$ cat config.mk
export PLATFORM = sky130hd
export DESIGN_NAME = ntsram_core
export DESIGN_NICKNAME = d
export VERILOG_FILES = /design/src/rtl/ntsram_pkg.sv /design/src/rtl/ntsram_issue.sv /design/src/rtl/ntsram_array.sv /design/src/rtl/ntsram_outreg.sv /design/src/rtl/ntsram_core.sv
export SDC_FILE = /design/constraint.sdc
export NUM_CORES = 2
export LEC_CHECK = 0
export BUFFER_PORTS_ARGS = -buffer_cell sky130_fd_sc_hd__clkbuf_2
export CAP_MARGIN = 15
export CORE_ASPECT_RATIO = 0.5
export CORE_UTILIZATION = 27
export DETAILED_ROUTE_END_ITERATION = 10
export PLACE_DENSITY = 0.45
export SETUP_SLACK_MARGIN = 0.3
export SYNTH_ARGS = -nofsm -noshare
export SYNTH_HDL_FRONTEND = slang
export SYNTH_SLANG_ARGS = --single-unit
$ cat constraint.sdc
create_clock -name clk -period 2.9 [get_ports clk]
set_clock_uncertainty 0.15 [all_clocks]
set_input_delay 0.145 -clock clk [delete_from_list [all_inputs] [get_ports clk]]
set_output_delay 0.145 -clock clk [all_outputs]
set_load 0.05 [all_outputs]
$ cat src/rtl/ntsram_pkg.sv
package ntsram_pkg;
  localparam int ADDR_W  = 19;
  localparam int LANES   = 4;
  localparam int BURST_W = 2;

  typedef struct packed {
    logic              vld;
    logic              wr;
    logic [ADDR_W-1:0] addr;
    logic [LANES-1:0]  lanes;
  } op_t;
endpackage

$ cat src/rtl/ntsram_issue.sv
module ntsram_issue
  import ntsram_pkg::*;
(
  input  logic              clk,
  input  logic              rst_n,
  input  logic              en,
  input  logic              adv_ld,
  input  logic              wr_n,
  input  logic              zz,
  input  logic              chip_ok,
  input  logic              burst_lin,
  input  logic [ADDR_W-1:0] addr,
  input  logic [LANES-1:0]  lanes,
  output op_t               issue
);
  localparam int UP_W = ADDR_W - BURST_W;

  logic [ADDR_W-1:0]  base_q, base_d;
  logic [BURST_W-1:0] cnt_q, cnt_d, step, low_lin, low_int;
  logic               act_q, act_d, wr_q, wr_d;

  always_comb begin
    step    = cnt_q + BURST_W'(1);
    low_lin = base_q[BURST_W-1:0] + step;
    low_int = base_q[BURST_W-1:0] ^ step;
    base_d  = base_q;
    cnt_d   = cnt_q;
    act_d   = act_q;
    wr_d    = wr_q;
    issue   = '0;
    if (!zz) begin
      if (!adv_ld) begin
        if (chip_ok) begin
          base_d      = addr;
          cnt_d       = '0;
          act_d       = 1'b1;
          wr_d        = !wr_n;
          issue.vld   = 1'b1;
          issue.wr    = !wr_n;
          issue.addr  = addr;
          issue.lanes = lanes;
        end else begin
          act_d = 1'b0;
        end
      end else if (act_q) begin
        cnt_d       = step;
        issue.vld   = 1'b1;
        issue.wr    = wr_q;
        issue.addr  = {base_q[ADDR_W-1:BURST_W], burst_lin ? low_lin : low_int};
        issue.lanes = lanes;
      end
    end
  end

  always_ff @(posedge clk or negedge rst_n) begin
    if (!rst_n) begin
      base_q <= '0;
      cnt_q  <= '0;
      act_q  <= 1'b0;
      wr_q   <= 1'b0;
    end else if (en) begin
      base_q <= base_d;
      cnt_q  <= cnt_d;
      act_q  <= act_d;
      wr_q   <= wr_d;
    end
  end

  // upper address bits are held during an advance
  assert_adv_upper_R9: assert property (@(posedge clk) disable iff (!rst_n)
    (en && !zz && adv_ld && act_q) |->
      (issue.vld && issue.addr[ADDR_W-1:BURST_W] == base_q[ADDR_W-1:BURST_W]));

  assert_idle_adv_R8: assert property (@(posedge clk) disable iff (!rst_n)
    (!zz && adv_ld && !act_q) |-> !issue.vld);

  assert_snooze_hold_R12: assert property (@(posedge clk) disable iff (!rst_n)
    (en && zz) |=> ($stable(base_q) && $stable(cnt_q) && $stable(act_q)));

  logic [UP_W-1:0] unused_up;
  assign unused_up = '0;
endmodule

$ cat src/rtl/ntsram_array.sv
module ntsram_array
  import ntsram_pkg::*;
#(
  parameter int LANE_W  = 8,
  parameter int DEPTH_W = 6
) (
  input  logic                      clk,
  input  logic                      rst_n,
  input  logic                      en,
  input  logic                      rd_en,
  input  logic [DEPTH_W-1:0]        rd_addr,
  input  logic                      wr_en,
  input  logic [DEPTH_W-1:0]        wr_addr,
  input  logic [LANES-1:0]          wr_lanes,
  input  logic [LANES*LANE_W-1:0]   wr_data,
  output logic [LANES*LANE_W-1:0]   rd_data
);
  localparam int DEPTH = 1 << DEPTH_W;

  logic fwd_hit;
  assign fwd_hit = wr_en && (wr_addr == rd_addr);

  for (genvar g = 0; g < LANES; g++) begin : g_lane
    logic [LANE_W-1:0] mem [DEPTH];
    logic [LANE_W-1:0] rd_d, rd_q;

    always_comb begin
      if (fwd_hit && wr_lanes[g]) rd_d = wr_data[g*LANE_W +: LANE_W];
      else                        rd_d = mem[rd_addr];
    end

    always_ff @(posedge clk) begin
      if (en && wr_en && wr_lanes[g]) mem[wr_addr] <= wr_data[g*LANE_W +: LANE_W];
    end

    always_ff @(posedge clk) begin
      if (en && rd_en) rd_q <= rd_d;
    end

    assign rd_data[g*LANE_W +: LANE_W] = rd_q;
  end

  // a read meeting a full-word write in the same edge returns the new word
  assert_fwd_full_R5: assert property (@(posedge clk) disable iff (!rst_n)
    (en && rd_en && wr_en && wr_addr == rd_addr && wr_lanes == '1) |=>
      (rd_data == $past(wr_data)));
endmodule

$ cat src/rtl/ntsram_outreg.sv
module ntsram_outreg #(
  parameter int DATA_W = 32
) (
  input  logic              clk,
  input  logic              rst_n,
  input  logic              en,
  input  logic              slot_rd,
  input  logic [DATA_W-1:0] rd_data,
  input  logic              oe_n,
  output logic [DATA_W-1:0] dq_out,
  output logic              dq_oe
);
  logic [DATA_W-1:0] dout_q, dout_d;
  logic              slot_q, slot_d;

  always_comb begin
    dout_d = dout_q;
    slot_d = slot_q;
    if (en) begin
      slot_d = slot_rd;
      if (slot_rd) dout_d = rd_data;
    end
  end

  always_ff @(posedge clk or negedge rst_n) begin
    if (!rst_n) begin
      dout_q <= '0;
      slot_q <= 1'b0;
    end else begin
      dout_q <= dout_d;
      slot_q <= slot_d;
    end
  end

  assign dq_out = dout_q;
  assign dq_oe  = slot_q & ~oe_n;

  assert_read_slot_R2: assert property (@(posedge clk) disable iff (!rst_n)
    (en && slot_rd) |=> (slot_q && dq_out == $past(rd_data)));
endmodule

$ cat src/rtl/ntsram_core.sv
module ntsram_core
  import ntsram_pkg::*;
#(
  parameter int LANE_W  = 8,
  parameter int DEPTH_W = 6
) (
  input  logic                    clk,
  input  logic                    rst_n,
  input  logic                    cen_n,
  input  logic                    adv_ld,
  input  logic                    wr_n,
  input  logic                    gw_n,
  input  logic [LANES-1:0]        bw_n,
  input  logic                    sel0_n,
  input  logic                    sel1,
  input  logic                    sel2_n,
  input  logic                    burst_lin,
  input  logic                    zz,
  input  logic                    oe_n,
  input  logic [ADDR_W-1:0]       addr,
  input  logic [LANES*LANE_W-1:0] din,
  output logic [LANES*LANE_W-1:0] dq_out,
  output logic                    dq_oe
);
  localparam int DATA_W = LANES * LANE_W;

  logic rs1_q, rs2_q, rst_sn;
  always_ff @(posedge clk or negedge rst_n) begin
    if (!rst_n) {rs2_q, rs1_q} <= 2'b00;
    else        {rs2_q, rs1_q} <= {rs1_q, 1'b1};
  end
  assign rst_sn = rs2_q;

  logic             en, chip_ok;
  logic [LANES-1:0] lanes;
  assign en      = !cen_n;
  assign chip_ok = !sel0_n && sel1 && !sel2_n;
  assign lanes   = gw_n ? ~bw_n : '1;

  op_t issue_op, op1_q, op1_d, op2_q, op2_d;

  ntsram_issue u_issue (
    .clk(clk), .rst_n(rst_sn), .en(en), .adv_ld(adv_ld), .wr_n(wr_n),
    .zz(zz), .chip_ok(chip_ok), .burst_lin(burst_lin), .addr(addr),
    .lanes(lanes), .issue(issue_op)
  );

  always_comb begin
    op1_d = op1_q;
    op2_d = op2_q;
    if (en) begin
      op1_d = issue_op;
      op2_d = op1_q;
    end
  end

  always_ff @(posedge clk or negedge rst_sn) begin
    if (!rst_sn) begin
      op1_q <= '0;
      op2_q <= '0;
    end else begin
      op1_q <= op1_d;
      op2_q <= op2_d;
    end
  end

  logic [DATA_W-1:0] rd_data;

  ntsram_array #(.LANE_W(LANE_W), .DEPTH_W(DEPTH_W)) u_array (
    .clk(clk), .rst_n(rst_sn), .en(en),
    .rd_en(op1_q.vld && !op1_q.wr), .rd_addr(op1_q.addr[DEPTH_W-1:0]),
    .wr_en(op2_q.vld && op2_q.wr), .wr_addr(op2_q.addr[DEPTH_W-1:0]),
    .wr_lanes(op2_q.lanes), .wr_data(din), .rd_data(rd_data)
  );

  ntsram_outreg #(.DATA_W(DATA_W)) u_out (
    .clk(clk), .rst_n(rst_sn), .en(en), .slot_rd(op2_q.vld && !op2_q.wr),
    .rd_data(rd_data), .oe_n(oe_n), .dq_out(dq_out), .dq_oe(dq_oe)
  );

  assert_stall_R6: assert property (@(posedge clk) disable iff (!rst_sn)
    cen_n |=> ($stable(op1_q) && $stable(op2_q) && $stable(dq_out)));

  assert_deselect_R7: assert property (@(posedge clk) disable iff (!rst_sn)
    (!cen_n && !zz && !adv_ld && !chip_ok) |=> !op1_q.vld);

  assert_snooze_bubble_R12: assert property (@(posedge clk) disable iff (!rst_sn)
    (!cen_n && zz) |=> !op1_q.vld);
endmodule

==> impl_results.md <==
- Pins Over Slew Limit: 0
- First-pass GRT wire length: 355 mm
- DR iter-0 viols: 4282
- Leak: 32.0 nW
- Fin. Hold Viols: 0
- CTS sink count: ~2100
- Ys async rst share: 3.21%
- Final Cell Area: about 0.10 mm2
- Worst reg2reg setup slack: 0.05 ns
- Synth area leaders: edfxtp_1 75%, mux4_2 9.3%, mux2i_1 4.3%
- Vias per cell: a little under 5
- Drt pass-1 iters: 11
- Share of layout cells above drive strength 1: 30.9%
- Htree depth: 4
- Clock-pin slew on the worst setup and hold paths: 0.06 ns
- Synth Instances: about 4300
- Die Wd: 788 um
- Comb pwr share: under 10%
- GPL Wtd Cong: between 0.8 and 0.9
- Hold crit path type: in2reg
- CTS tree: done
- Synth Cell Area: 0.0833 mm2
- Die area: 0.311 mm2
- Crit-path max FO: 7
- Worst slew margin: 21.0%
- Least-Margin Pin Slew: 1.19 ns
- Final setup fails: 0
- Ys Warns: 0
- #FFs+latches synth: ~2100
- Core footprint: about 0.31 mm2
- Peak supply drop: 0.438 mV
- Die height: 395 um
- Total gr overflow: 0
- Dpl hpwl: 169 mm
- Vias post-DR: between 40000 and 50000
- Worst-skew pair later-pin latency: 0.88 ns
- Clock power frac: 41.7%
- Crit path capture type: flip-flop
- MaxCap Viol Count: 0
- Root Buffer Master: clkbuf_16
- Post-synth EDFFs: roughly 2100
- Sw Ratio: roughly 22%
- Distinct cells, synth: 50
- CP Class: reg2reg
- Wire length per cell: ~28 um
- Placed cell area: about 0.093 mm2
- All-Layer GR Usage: 15.9%
- Drc violations: 0
- Port Buffer Count: 86
- P_int: 0.0521 W
- CTS buffer count: 218
- Area Growth Syn to Fin: 23.2%
- Final wirelength: 256 mm
- Seq pwr share: about half
- Fin crit period: 2.85 ns
- Post-synthesis sequential area ratio: 77.0%
- # fillers: ~29000
- Fmax: 0.351 GHz
- Req. time, crit path: between 3 and 4 ns
- Power Dens Cells: 653 mW/mm2
- Synthesized area per cell: between 15 and 20 um2
- Final Cycle Share: a little over nine tenths
- Leading area contributor after synthesis: edfxtp_1
- Outcome: finished clean
- Vias in the first global route: 46000
- RSZ-0062 raised after global routing: yes
- Startpoint Class: flip-flop
- Most used DFF post-synth: edfxtp_1
- Initial antenna violation count: 10
- Tot Pwr: 0.0670 W
- Sw power: approximately 0.015 W
- Setup TNS: 0 ns
- Clock buffer depth: 4
- Top cell type's share of synthesized area: between 70 and 80%
- Worst EP arrival: 3.31 ns
- Ports: 100
- Largest net degree at the start of global routing: around 70
- Post-DRT Antenna Nets: 0
- Row count: approximately 140
- Syn nets: 4322
- Initial Utilization: a little over a quarter
- Final Net Count: 5116
-- path summary, 6_finish.rpt --
kind,start,end,cells past startpoint
min in group asynchronous,rs2_q,u_out.dq_out[4],0
max in group asynchronous,rs2_q,op1_q[4],0
setup / recovery,op1_q[4],u_array.g_lane[1].rd_q[2],8
setup reg to reg,op1_q[4],u_array.g_lane[1].rd_q[2],8
hold / removal,din[3],u_array.g_lane[0].mem[33][3],1
hold reg to reg,rs1_q,rs2_q,0
-- cells by family after synthesis --
family / Yosys count / synth area share (%)
xor+xnor: 9 / 0.0946
mux: 764 / 14.4
compound gates: 449 / 3.84
fa+ha+maj: 1 / 0.0150
flops: 2149 / 77.0
other cells: 1 / 0.00450
simple gates: 612 / 3.09
buf+inv: 269 / 1.48
-- critical path, stage by stage (launching register included) --
cell	delay (ns)
dfrtp_4	0.49
buf_12	0.13
buf_16	0.16
buf_12	0.14
mux4_2	0.49
a221o_1	0.34
a21oi_1	0.12
nand4_1	0.24
a32o_1	0.35
-- routing by layer --
metal  track usage, %  vias to the layer above  routed length [um]
li1                 -                    19000                   -
met1             21.5                    23900              111000
met2             26.4                     1376              123000
met3             2.80                      357               15300
met4             4.49                        6                7550
met5                0                        -                 110
-- layout by cell type (no fill, tap or decap), types with 11 or more instances in the layout --
master         instances
edfxtp_1            2080
buf_4                553
mux2i_1              359
mux4_2               345
nor2_1               275
clkbuf_16            226
nand2_1              169
a22oi_1              139
clkbuf_2              86
a21oi_1               82
dlygate4sd3_1         67
dfrtp_1               63
buf_12                62
mux2_2                59
nand3_1               54
clkinv_1              53
clkinv_2              42
clkbuf_1              37
a22oi_2               29
a22o_1                27
bufinv_16             24
buf_6                 24
a21oi_2               23
nor3_1                21
buf_16                21
nand4_1               16
o22ai_1               16
o221ai_1              16
a221o_1               13
a221oi_1              12
o21ai_0               12
nand3_2               11
a32o_1                11
-- registers in the layout, summed over array words and instances, names as in the netlist --
register / count
op1_q: 12
rs1_q: 1
u_issue.wr_q: 1
u_out.slot_q: 1
u_out.dq_out: 32
u_issue.act_q: 1
rs2_q: 1
op2_q: 12
u_issue.base_q: 6
u_array.g_lane.rd_q: 32
u_array.g_lane.mem: 2048
u_issue.cnt_q: 2
-- cells in the mapped netlist (all sizes together), types with 16 or more instances --
| cell type | instances |
|---|---|
| a221oi | 16 |
| a21oi | 107 |
| a22o | 28 |
| nand3 | 65 |
| mux4 | 345 |
| dfrtp | 69 |
| mux2 | 59 |
| nand4 | 16 |
| mux2i | 360 |
| clkbuf | 100 |
| o21ai | 19 |
| nor3 | 26 |
| o221ai | 24 |
| nand2 | 180 |
| nor2 | 284 |
| o22ai | 17 |
| edfxtp | 2080 |
| a22oi | 168 |
| buf | 156 |
-- stage by stage --
stage	setup slack [ns]	hold WS, ns	std cells	utilization [%]
6_report	0.0490	0.00673	9288	33.6
5_1_grt	-0.000639	0.0407	9282	33.6
3_3_place_gp	-0.617	-0.217	8734	30.4
2_1_floorplan	0.357	-0.301	4254	-
3_5_place_dp	-0.572	-0.218	8734	30.4
4_1_cts	0.0708	0.00351	9238	33.3
-- power groups by stage --
stage	registers (W)	clock network (W)	logic, W
after floorplan	0.0359	0	0.00170
after global placement	0.0352	0	0.00418
after detailed placement	0.0352	0	0.00424
after CTS	0.0345	0.0286	0.00449
after global routing	0.0345	0.0297	0.00481
final	0.0345	0.0279	0.00457
-- final cells by class --
cell class | instances | area, um2 | share of cell area (%)
sequential | 2149 | 64200 | 62.5
multi-input combinational | 1836 | 18600 | 18.1
timing repair buffer | 830 | 7750 | 7.55
clock buffer | 261 | 5690 | 5.54
tap | 4060 | 5080 | 4.95
clock inverter | 133 | 1280 | 1.25
inverter | 13 | 52.6 | 0.0512
antenna | 6 | 15.0 | 0.0146
-- timing repair --
item,4_1_cts,5_1_grt
cloned,11,8
buffers inserted,33,34
hold buffers,66,1
endpoints found under the setup margin,32,134
hold endpoints to repair,575,65
pin swaps,38,34
gates resized for setup,95,107
Note: power is estimated with default switching activity, not from simulation.
